==> config.mk <==
export PLATFORM = sky130hd
export DESIGN_NAME = raster_irq_gen
export DESIGN_NICKNAME = d
export VERILOG_FILES = /design/src/rtl/raster_irq_pkg.sv /design/src/rtl/raster_edge_det.sv /design/src/rtl/raster_vs_delay.sv /design/src/rtl/raster_line_ctr.sv /design/src/rtl/raster_irq_latch.sv /design/src/rtl/raster_irq_gen.sv
export SDC_FILE = /design/constraint.sdc
export NUM_CORES = 1
export LEC_CHECK = 0
export ABC_AREA = 1
export BUFFER_PORTS_ARGS = -buffer_cell sky130_fd_sc_hd__buf_4
export CORE_MARGIN = 1.5
export CORE_UTILIZATION = 30
export DETAILED_ROUTE_END_ITERATION = 8
export SYNTH_ARGS = -nofsm -noshare
export SYNTH_HDL_FRONTEND = slang
export SYNTH_SLANG_ARGS = --single-unit
==> constraint.sdc <==
create_clock -name clk_i -period 1.16 [get_ports clk_i]
set_input_delay 0.232 -clock clk_i [delete_from_list [all_inputs] [get_ports clk_i]]
set_output_delay 0.232 -clock clk_i [all_outputs]
set_load 0.03 [all_outputs]
==> src/rtl/raster_irq_pkg.sv <==
package raster_irq_pkg;
  parameter int CNT_W_DEF    = 6;
  parameter int WRAP_DEF     = 52;
  parameter int TRIM_BIT_DEF = 5;
  parameter int VS_LINES_DEF = 2;
endpackage

==> src/rtl/raster_edge_det.sv <==
module raster_edge_det #(
  parameter int N       = 1,
  parameter bit FALLING = 1'b1
) (
  input  logic         clk_i,
  input  logic         rst_ni,
  input  logic [N-1:0] sig_i,
  output logic [N-1:0] edge_o
);
  for (genvar g = 0; g < N; g++) begin : g_bit
    logic last_q;
    always_ff @(posedge clk_i) begin
      if (!rst_ni) last_q <= 1'b0;
      else         last_q <= sig_i[g];
    end
    if (FALLING) begin : g_fall
      assign edge_o[g] = last_q & ~sig_i[g];
    end else begin : g_rise
      assign edge_o[g] = ~last_q & sig_i[g];
    end
  end
endmodule

==> src/rtl/raster_vs_delay.sv <==
module raster_vs_delay #(
  parameter int LINES = 2
) (
  input  logic clk_i,
  input  logic rst_ni,
  input  logic arm_i,
  input  logic step_i,
  output logic due_o
);
  localparam int W = $clog2(LINES + 1);
  logic [W-1:0] wait_q;

  assign due_o = step_i && (wait_q == W'(1));

  always_ff @(posedge clk_i) begin
    if (!rst_ni)                       wait_q <= '0;
    else if (arm_i)                    wait_q <= W'(LINES);
    else if (step_i && wait_q != '0)   wait_q <= wait_q - 1'b1;
  end

  // the realignment fires once per arming
  p_due_once_r6: assert property (@(posedge clk_i) disable iff (!rst_ni)
    due_o |=> !due_o);
endmodule

==> src/rtl/raster_line_ctr.sv <==
module raster_line_ctr #(
  parameter int CNT_W    = 6,
  parameter int WRAP     = 52,
  parameter int TRIM_BIT = 5
) (
  input  logic clk_i,
  input  logic rst_ni,
  input  logic clear_i,
  input  logic step_i,
  input  logic vs_due_i,
  input  logic ack_i,
  output logic raise_o
);
  localparam logic [CNT_W-1:0] WRAP_V = CNT_W'(WRAP);
  localparam logic [CNT_W-1:0] THR_V  = CNT_W'(1 << TRIM_BIT);

  logic [CNT_W-1:0] cnt_q, cnt_d, nx;

  always_comb begin
    nx      = cnt_q + 1'b1;
    cnt_d   = cnt_q;
    raise_o = 1'b0;
    if (clear_i) begin
      cnt_d = '0;
    end else if (step_i) begin
      if (nx == WRAP_V) begin
        cnt_d   = '0;
        raise_o = 1'b1;
      end else if (vs_due_i) begin
        cnt_d   = '0;
        raise_o = (nx < THR_V);
      end else begin
        cnt_d = nx;
        if (ack_i) cnt_d[TRIM_BIT] = 1'b0;
      end
    end else if (ack_i) begin
      cnt_d[TRIM_BIT] = 1'b0;
    end
  end

  always_ff @(posedge clk_i) begin
    if (!rst_ni) cnt_q <= '0;
    else         cnt_q <= cnt_d;
  end

  p_cnt_below_wrap_r3: assert property (@(posedge clk_i) disable iff (!rst_ni)
    cnt_q < WRAP_V);
  p_wrap_to_zero_r3: assert property (@(posedge clk_i) disable iff (!rst_ni)
    (step_i && !clear_i && cnt_q == WRAP_V - 1'b1) |=> cnt_q == '0);
  p_ack_trim_r5: assert property (@(posedge clk_i) disable iff (!rst_ni)
    (ack_i && !clear_i && !step_i) |=> !cnt_q[TRIM_BIT]);
  p_vs_zero_r6: assert property (@(posedge clk_i) disable iff (!rst_ni)
    (vs_due_i && step_i && !clear_i) |=> cnt_q == '0);
  p_clear_zero_r7: assert property (@(posedge clk_i) disable iff (!rst_ni)
    clear_i |=> cnt_q == '0);
  p_hold_no_step_r2: assert property (@(posedge clk_i) disable iff (!rst_ni)
    (!step_i && !clear_i && !ack_i) |=> $stable(cnt_q));
endmodule

==> src/rtl/raster_irq_latch.sv <==
module raster_irq_latch (
  input  logic clk_i,
  input  logic rst_ni,
  input  logic raise_i,
  input  logic ack_i,
  output logic req_o
);
  logic req_q;

  always_ff @(posedge clk_i) begin
    if (!rst_ni)      req_q <= 1'b0;
    else if (raise_i) req_q <= 1'b1;
    else if (ack_i)   req_q <= 1'b0;
  end
  assign req_o = req_q;

  p_req_hold_r4: assert property (@(posedge clk_i) disable iff (!rst_ni)
    (req_q && !ack_i) |=> req_q);
  p_release_r5: assert property (@(posedge clk_i) disable iff (!rst_ni)
    (req_q && ack_i && !raise_i) |=> !req_q);
  p_new_wins_r8: assert property (@(posedge clk_i) disable iff (!rst_ni)
    raise_i |=> req_q);
endmodule

==> src/rtl/raster_irq_gen.sv <==
module raster_irq_gen
  import raster_irq_pkg::*;
#(
  parameter int CNT_W    = CNT_W_DEF,
  parameter int WRAP     = WRAP_DEF,
  parameter int TRIM_BIT = TRIM_BIT_DEF,
  parameter int VS_LINES = VS_LINES_DEF
) (
  input  logic clk_i,
  input  logic rst_ni,
  input  logic hsync_i,
  input  logic vsync_i,
  input  logic irq_ack_i,
  input  logic cnt_clr_i,
  output logic int_no
);
  logic hs_fall, vs_rise, vs_due, raise, req, ack_eff;

  raster_edge_det #(.N(1), .FALLING(1'b1)) u_hs_edge (
    .clk_i(clk_i), .rst_ni(rst_ni), .sig_i(hsync_i), .edge_o(hs_fall));

  raster_edge_det #(.N(1), .FALLING(1'b0)) u_vs_edge (
    .clk_i(clk_i), .rst_ni(rst_ni), .sig_i(vsync_i), .edge_o(vs_rise));

  raster_vs_delay #(.LINES(VS_LINES)) u_vs_delay (
    .clk_i(clk_i), .rst_ni(rst_ni), .arm_i(vs_rise), .step_i(hs_fall),
    .due_o(vs_due));

  assign ack_eff = irq_ack_i & req;

  raster_line_ctr #(.CNT_W(CNT_W), .WRAP(WRAP), .TRIM_BIT(TRIM_BIT)) u_line_ctr (
    .clk_i(clk_i), .rst_ni(rst_ni), .clear_i(cnt_clr_i), .step_i(hs_fall),
    .vs_due_i(vs_due), .ack_i(ack_eff), .raise_o(raise));

  raster_irq_latch u_latch (
    .clk_i(clk_i), .rst_ni(rst_ni), .raise_i(raise), .ack_i(irq_ack_i),
    .req_o(req));

  assign int_no = ~req;

  // INT low only while a request is pending
  p_int_polarity_r9: assert property (@(posedge clk_i) disable iff (!rst_ni)
    (!hs_fall && !irq_ack_i) |=> $stable(int_no));
endmodule

==> Implementation_results.wiki, run 1 <==
{| class="wikitable"
! Metric !! Value
|-
| Run status || complete, but fails checks
|-
| Failing checks || setup timing
|-
| CP max FO || 7
|-
| Combined global-route utilization of all metal layers || 12.87%
|-
| TritonCTS clock tree || built
|-
| Total power after layout || 0.7339 mW
|-
| Critical Setup Path Class || reg2reg
|-
| Worst relative slew slack || 84.76%
|-
| Most area-hungry cell type in the Yosys netlist || dfxtp_1
|-
| Largest cells by area after synthesis || dfxtp_1 (34%), nand2_1 (12%), inv_1 (10%), ha_1 (7.7%), a21oi_1 (6.9%)
|-
| Reg-to-reg slack, setup || -150 ps
|-
| Hold violation count in the final report || 0
|-
| Die area || 0.002453 mm2
|-
| Most numerous cell in the Yosys netlist || nand2_1
|-
| Worst clock skew || 1.609 ps
|-
| Share of the synthesized area in the top cell type || 33.91%
|-
| Area Overhead vs Synth || 49.90%
|-
| Number of enable-type register cells in the synthesized netlist || 0
|-
| CTS H-tree lvls || 1
|-
| Remaining global-route overflow || 0
|-
| Async set-or-reset flop fraction in the synthesized netlist || 0%
|-
| Period minus WS final || 1308 ps
|-
| Total Routed Length || 1.553 mm
|-
| Number of clock sinks || 11
|-
| Average cell area after synthesis || 6.836 um2
|-
| Count of port buffers added during placement || 6
|-
| Clock-pin slew on the worst setup and hold paths || 70 ps
|-
| Worst Max-Slew Pin Slew || 226.2 ps
|-
| Synth top cells by count || nand2_1 (20), inv_1 (18), dfxtp_1 (11), a21oi_1 (9), nand3_1 (8)
|-
| Unique masters post-synth || 20
|-
| Number of pins exceeding their max-slew limit in the final report || 0
|-
| Pwr dens || 753.9 mW/mm2
|-
| Cells along the critical path || nand2_1 > nor2_1 > nand3_1 > nand2_1 > nand3_4 > nand2_2 > nand2_2 > a21oi_2
|-
| Antenna violations before repair || 0
|-
| Final GP Congestion || 0.8561
|-
| First-pass detailed-route iteration total || 4
|-
| Cell depth of the worst min-delay path || 3
|-
| RSZ-0062 raised after global routing || true
|-
| Ratio of routed vias to standard cells || 4.618
|-
| Count of placed standard cells in the final layout, fillers left out || 144
|-
| Share of cells above drive strength 1 || 48.72%
|-
| Warnings, synthesis || 0
|-
| Yosys reg bits || 11
|-
| Core box area || 0.002002 mm2
|-
| Post-Syn Instances || 95
|-
| Total number of placement rows || 16
|-
| Cell depth of the worst flop-to-flop path || 8
|-
| Number of max-cap violations || 0
|-
| Peak VDD IR || 0.7334 mV
|-
| Post-layout worst setup margin || -148.2 ps
|-
| Wire length of the first global-routing pass || 2.428 mm
|-
| Startpoint type of the worst setup path || flip-flop
|-
| Final setup violation count || 6
|-
| Startpoint of the worst register-to-register path || u_line_ctr.cnt_q[2]
|-
| Cell Count Post-Placement || 137
|-
| Post-DP HPWL || 1.080 mm
|-
| Number of buffers inserted during clock tree synthesis || 3
|-
| CTS Root Buffer Type || clkbuf_4
|-
| Highest cell delay on the worst timing path || 390 ps
|-
| Post-synthesis cell area || 649.4 um2
|-
| Die height || 49.53 um
|-
| Number of buffers and inverters on the critical path || 0
|-
| Library cell contributing the largest single delay on the critical path || dfxtp_4
|-
| Worst reg2reg endpoint || u_latch.req_o
|-
| Die outline width || 49.53 um
|-
| Number of global-route vias before repair || 601
|-
| CTS Buffer Depth || 2
|-
| Number of ports placed on the die boundary || 7
|-
| Starting density of the core || 32.44%
|-
| Number of DRC violations after detailed-routing iteration 0 || 6
|-
| Insertion delay of the later-clocked pin in the worst-skew pair || 270 ps
|-
| P_leak || 0.4092 nW
|-
| Detailed-route via count || 665
|-
| Min-Delay Startpoint || vsync_i
|-
| Timing-limited maximum frequency || 764.4 MHz
|-
| DRC violation count after routing || 0
|-
| Worst Path Arrival || 1510 ps
|-
| Cell type group with the largest total delay on the critical path || simple AND/OR/NAND/NOR gates
|-
| Final net count || 128
|-
| Hold EP || u_vs_edge.g_bit[0].last_q
|-
| Post-route clock period utilization || 112.8%
|-
| Most used flip-flop cell after synthesis || dfxtp_1
|-
| Min Hold Slack || 154.8 ps
|-
| Class of the tightest hold or removal check || in2reg
|-
| Ant diodes || 0
|-
| Final ANT Viol Nets || 0
|-
| Critical path data required time || 1370 ps
|-
| Sequential share of the synthesized area || 33.91%
|-
| Final routed wire length divided by cell count || 10.78 um
|-
| Total nets after synthesis || 105
|-
| Critical path origin || u_line_ctr.cnt_q[2]
|-
| Pin count of the biggest net entering global routing || 8
|-
| Element type at the critical path end || flip-flop
|}
==> cells by family (layout without fill, tap and decap cells) <==
group | count (synthesis) | count (layout) | synth area share (%)
buffers and inverters | 19 | 41 | 10.98
flip-flops | 11 | 11 | 33.91
AND/OR/NAND/NOR | 46 | 46 | 33.91
AO/OA/AOI/OAI | 15 | 15 | 13.49
adder cells (fa/ha/maj) | 4 | 4 | 7.707
==> cell usage in the layout (no fill, tap or decap), types with 2 or more instances in the layout <==
master    synthesis  final
nand4_1           3      3
dfxtp_2           0      4
nand2_1          20     16
nor2_4            1      3
nand3_2           1      3
ha_1              4      2
inv_1            18     16
dfxtp_1          11      4
nor2_1            7      6
nand3_4           0      2
nand3_1           8      4
dfxtp_4           0      3
nand2_2           2      5
or2_4             0      2
buf_4             0     18
a21oi_1           9      5
inv_2             1      3
clkbuf_4          0      3
a21oi_2           1      5
==> worst register-to-register path, cell delays in order, from the launching register on <==
cell and delay (ps):
dfxtp_4 390, nand2_1 60, nor2_1 120, nand3_1 130, nand2_1 140, nand3_4 120, nand2_2 100, nand2_2 60
a21oi_2 120
==> sequential cells by signal (all words and copies together) (netlist names) <==
signal and cells:
u_line_ctr.cnt_q 6, u_vs_edge.g_bit.last_q 1, u_vs_delay.wait_q 2, u_hs_edge.g_bit.last_q 1
u_latch.req_o 1
==> cell type report <==
type | instances | area [um2]
clock buffers | 4 | 26.28
fillers | 208 | 1028
inverters | 19 | 71.32
multi-input cells | 65 | 470.5
flip-flops and latches | 11 | 236.5
well taps | 27 | 33.78
repair buffers | 18 | 135.1
==> through the flow <==
stage / area [um2] / TNS [ps] / worst slack (ps) / util, %
2_1_floorplan: 666.9 / -118.8 / -26.22 / -
3_3_place_gp: 813.3 / -588.2 / -117.9 / 40.63
3_5_place_dp: 813.3 / -963.6 / -163.2 / 40.63
4_1_cts: 880.8 / -815.1 / -143.1 / 44.00
5_1_grt: 973.4 / -1204 / -230.8 / 48.63
6_report: 973.4 / -721.8 / -148.2 / 48.63
==> worst max-delay path by stage <==
stage / to / slack, ps / cells past startpoint
6_report: u_latch.req_o / -150 / 8
5_1_grt: u_latch.req_o / -230 / 8
4_1_cts: u_line_ctr.cnt_q[1] / -140 / 7
3_5_place_dp: u_line_ctr.cnt_q[5] / -160 / 7
3_3_place_gp: u_latch.req_o / -120 / 8
2_1_floorplan: u_latch.req_o / -30 / 8
==> power by group <==
group          internal [mW]  switching, mW  total [mW]
sequential             0.380        0.00470       0.385
combinational         0.0408         0.0452      0.0860
clock                  0.133          0.130       0.263
total                  0.554          0.180       0.734
==> what timing repair did <==
action	in CTS	in global routing
hold buffers	0	0
pin swaps	5	5
buffers inserted	2	1
endpoints found under the setup margin	8	7
resized for setup	12	21
==> layer usage <==
metal / vias up / wire (um) / global-route usage [%] / share of wire, %
li1: 346 / - / - / -
met1: 307 / 629 / 14.66 / 41
met2: 9 / 857 / 21.11 / 55
met3: 3 / 41 / 3.030 / 2.6
met4: 0 / 25 / 8.796 / 1.6
met5: - / 0 / 0 / 0
Power figures use the tool's default switching activity.
==> run 2, diff against run 1 <==
--- a/config.mk
+++ b/config.mk
@@ -5,11 +5,11 @@
 export SDC_FILE = /design/constraint.sdc
 export NUM_CORES = 1
 export LEC_CHECK = 0
-export ABC_AREA = 1
 export BUFFER_PORTS_ARGS = -buffer_cell sky130_fd_sc_hd__buf_4
 export CORE_MARGIN = 1.5
 export CORE_UTILIZATION = 30
 export DETAILED_ROUTE_END_ITERATION = 8
+export PLACE_DENSITY = 0.58
 export SYNTH_ARGS = -nofsm -noshare
 export SYNTH_HDL_FRONTEND = slang
 export SYNTH_SLANG_ARGS = --single-unit
==> Implementation_results.wiki, run 2 <==
{| class="wikitable"
! Metric !! Value
|-
| Die height || 49.84 um
|-
| Register bank with the most flops || u_line_ctr.cnt_q
|-
| Insertion delay of the later-clocked pin in the worst-skew pair || 260 ps
|-
| Final routed wire length divided by cell count || 11.77 um
|-
| Registers with the most flip-flops || u_line_ctr.cnt_q (6), u_vs_delay.wait_q (2)
|-
| Final ANT Viol Nets || 0
|-
| Switching part of the total || 23.62%
|-
| CTS hold repair buffers || 0
|-
| P_leak || 0.3612 nW
|-
| Timing-limited maximum frequency || 659.1 MHz
|-
| Highest cell delay on the worst timing path || 370 ps
|-
| Most used flip-flop cell after synthesis || dfxtp_1
|-
| Ratio of routed vias to standard cells || 4.758
|-
| Sequential share of the synthesized area || 33.46%
|-
| Core box area || 0.002022 mm2
|-
| Share of the synthesized area in the top cell type || 33.46%
|-
| Run status || complete, but fails checks
|-
| Worst relative slew slack || 75.28%
|-
| Element type at the critical path end || flip-flop
|-
| Final net count || 108
|-
| Hold violation count in the final report || 0
|-
| Library cell contributing the largest single delay on the critical path || dfxtp_4
|-
| First-pass detailed-route iteration total || 4
|-
| Antenna violations before repair || 0
|-
| Average cell area after synthesis || 9.015 um2
|-
| Number of global-route vias before repair || 569
|-
| Class of the tightest hold or removal check || in2reg
|-
| Worst clock skew || 2.944 ps
|-
| Count of port buffers added during placement || 6
|-
| TritonCTS clock tree || built
|-
| Highest-count cells in the layout ignoring fill and taps || buf_4 (23), nand2_1 (8), dfxtp_1 (8)
|-
| Period minus WS final || 1517 ps
|-
| Critical Setup Path Class || reg2reg
|-
| Total nets after synthesis || 83
|-
| Peak VDD IR || 0.4754 mV
|-
| Number of ports placed on the die boundary || 7
|-
| Number of DRC violations after detailed-routing iteration 0 || 3
|-
| Relative contribution of the clock network to total power || 37.3%
|-
| Cell-internal power || 0.5456 mW
|-
| Post-DP HPWL || 1.042 mm
|-
| CTS Root Buffer Type || clkbuf_4
|-
| Net switching power figure || 0.1687 mW
|-
| DRC violation count after routing || 0
|-
| Async set-or-reset flop fraction in the synthesized netlist || 0%
|-
| Unique masters post-synth || 31
|-
| Cell type group with the largest total delay on the critical path || compound AO/OA/AOI/OAI gates
|-
| Post-route core utilization || 45.30%
|-
| Pwr dens || 780.0 mW/mm2
|-
| Post-route clock period utilization || 130.8%
|-
| Detailed-route via count || 590
|-
| Die area || 0.002484 mm2
|-
| Share of cells above drive strength 1 || 39.18%
|-
| Critical path data required time || 1350 ps
|-
| Warnings, synthesis || 0
|-
| Cells along the critical path || ha_4 > xor2_1 > and3_4 > o221ai_4 > buf_4 > nand2_1 > a31oi_1
|-
| Number of clock sinks || 11
|-
| Number of buffers inserted during clock tree synthesis || 3
|-
| Most numerous cell in the Yosys netlist || dfxtp_1
|-
| Number of pins exceeding their max-slew limit in the final report || 0
|-
| Post-layout worst setup margin || -357.3 ps
|-
| Placed inst area || 837.1 um2
|-
| Most common library cell in the layout ignoring fill and taps || buf_4
|-
| Area of all placed cells without fillers || 915.9 um2
|-
| Final setup violation count || 8
|-
| Final GP Congestion || 0.7881
|-
| Ant diodes || 0
|-
| Total number of placement rows || 16
|-
| Number of enable-type register cells in the synthesized netlist || 0
|-
| Number of buffers and inverters on the critical path || 1
|-
| Number of max-cap violations || 0
|-
| Wire length of the first global-routing pass || 2.415 mm
|-
| Post-synthesis cell area || 658.1 um2
|-
| Worst Path Arrival || 1710 ps
|-
| Clock-pin slew on the worst setup and hold paths || 80 ps
|-
| Area Overhead vs Synth || 39.16%
|-
| CTS Buffer Depth || 2
|-
| Part of the total power dissipated in combinational logic || 8.7%
|-
| Startpoint type of the worst setup path || flip-flop
|-
| Number of flip-flops under the largest register name || 6
|-
| Combined global-route utilization of all metal layers || 12.97%
|-
| Synth top cells by count || dfxtp_1 (11), nand2_1 (8)
|-
| Flop pwr share || 54.0%
|-
| Total Routed Length || 1.460 mm
|-
| RSZ-0062 raised after global routing || true
|-
| Fillers || 198
|-
| Yosys reg bits || 11
|-
| CP max FO || 6
|-
| Most area-hungry cell type in the Yosys netlist || dfxtp_1
|-
| Die outline width || 49.84 um
|-
| Pin count of the biggest net entering global routing || 8
|-
| Starting density of the core || 32.55%
|-
| Failing checks || setup timing
|-
| Remaining global-route overflow || 0
|-
| Worst Max-Slew Pin Slew || 370.7 ps
|-
| CTS H-tree lvls || 1
|-
| Largest cells by area after synthesis || dfxtp_1 (33%), ha_1 (7.6%), nand2_1 (4.6%), o221ai_4 (4.0%), mux2i_1 (3.0%)
|-
| Post-Syn Instances || 73
|}
## run 2: through the flow
stage,hold slack (ps),setup WS [ps],std cells,setup TNS (ps),power [mW]
6_report,155.0,-357.3,124,-1981,0.7144
5_1_grt,151.1,-410.8,124,-2693,0.7476
4_1_cts,151.2,-345.4,123,-1888,0.7171
3_5_place_dp,433.8,-375.9,116,-1857,0.4578
3_3_place_gp,427.7,-351.0,116,-1693,0.4562
2_1_floorplan,325.9,-284.9,73,-1296,0.4275
## run 2: path summary, 6_finish.rpt
kind	startpoint	to	slack, ps	cells after the start
max	u_line_ctr.cnt_q[1]	u_line_ctr.cnt_q[4]	-360	7
min	irq_ack_i	u_line_ctr.cnt_q[5]	160	2
min reg2reg	u_latch.req_o	u_line_ctr.cnt_q[5]	480	1
max reg2reg	u_line_ctr.cnt_q[1]	u_line_ctr.cnt_q[4]	-360	7
## run 2: what timing repair did
action	4_1_cts	5_1_grt
gates resized for setup	4	2
setup endpoints to repair	7	9
buffers inserted	3	1
pin swaps	5	3
## run 2: logic make-up after synthesis
logic type | after synthesis | synth area share (%)
simple gates | 32 | 26.43
mux | 2 | 3.042
xor+xnor | 4 | 6.465
fa+ha+maj | 4 | 7.605
flops | 11 | 33.46
buf+inv | 7 | 5.703
compound gates | 13 | 17.30
## run 2: area by class of cell
type | count | area, um2 | area share (%)
clock buffers | 4 | 26.28 | 2.869
inverters | 4 | 15.01 | 1.639
multi-input cells | 55 | 439.2 | 47.95
flip-flops and latches | 11 | 229.0 | 25.00
well taps | 27 | 33.78 | 3.689
repair buffers | 23 | 172.7 | 18.85
## run 2: worst reg2reg max path: cells and delay by family (launching register included)
family | cells | cell delay (ps)
flops | 1 | 370
buf+inv | 1 | 170
compound gates | 2 | 400
fa+ha+maj | 1 | 160
xor+xnor | 1 | 130
simple gates | 2 | 210
## run 2: power by group through the flow
stage	clock network (mW)	logic (mW)	registers (mW)
2_1_floorplan	0	0.0300	0.398
3_3_place_gp	0	0.0581	0.398
3_5_place_dp	0	0.0595	0.398
4_1_cts	0.271	0.0604	0.385
5_1_grt	0.291	0.0695	0.387
6_report	0.267	0.0620	0.386
## run 2: per-layer routing
layer	track usage, %	vias to the layer above	wire [um]
li1	-	303	-
met3	1.818	2	55
met2	22.44	12	721
met1	14.77	273	658
met4	8.333	0	25
met5	0	-	0
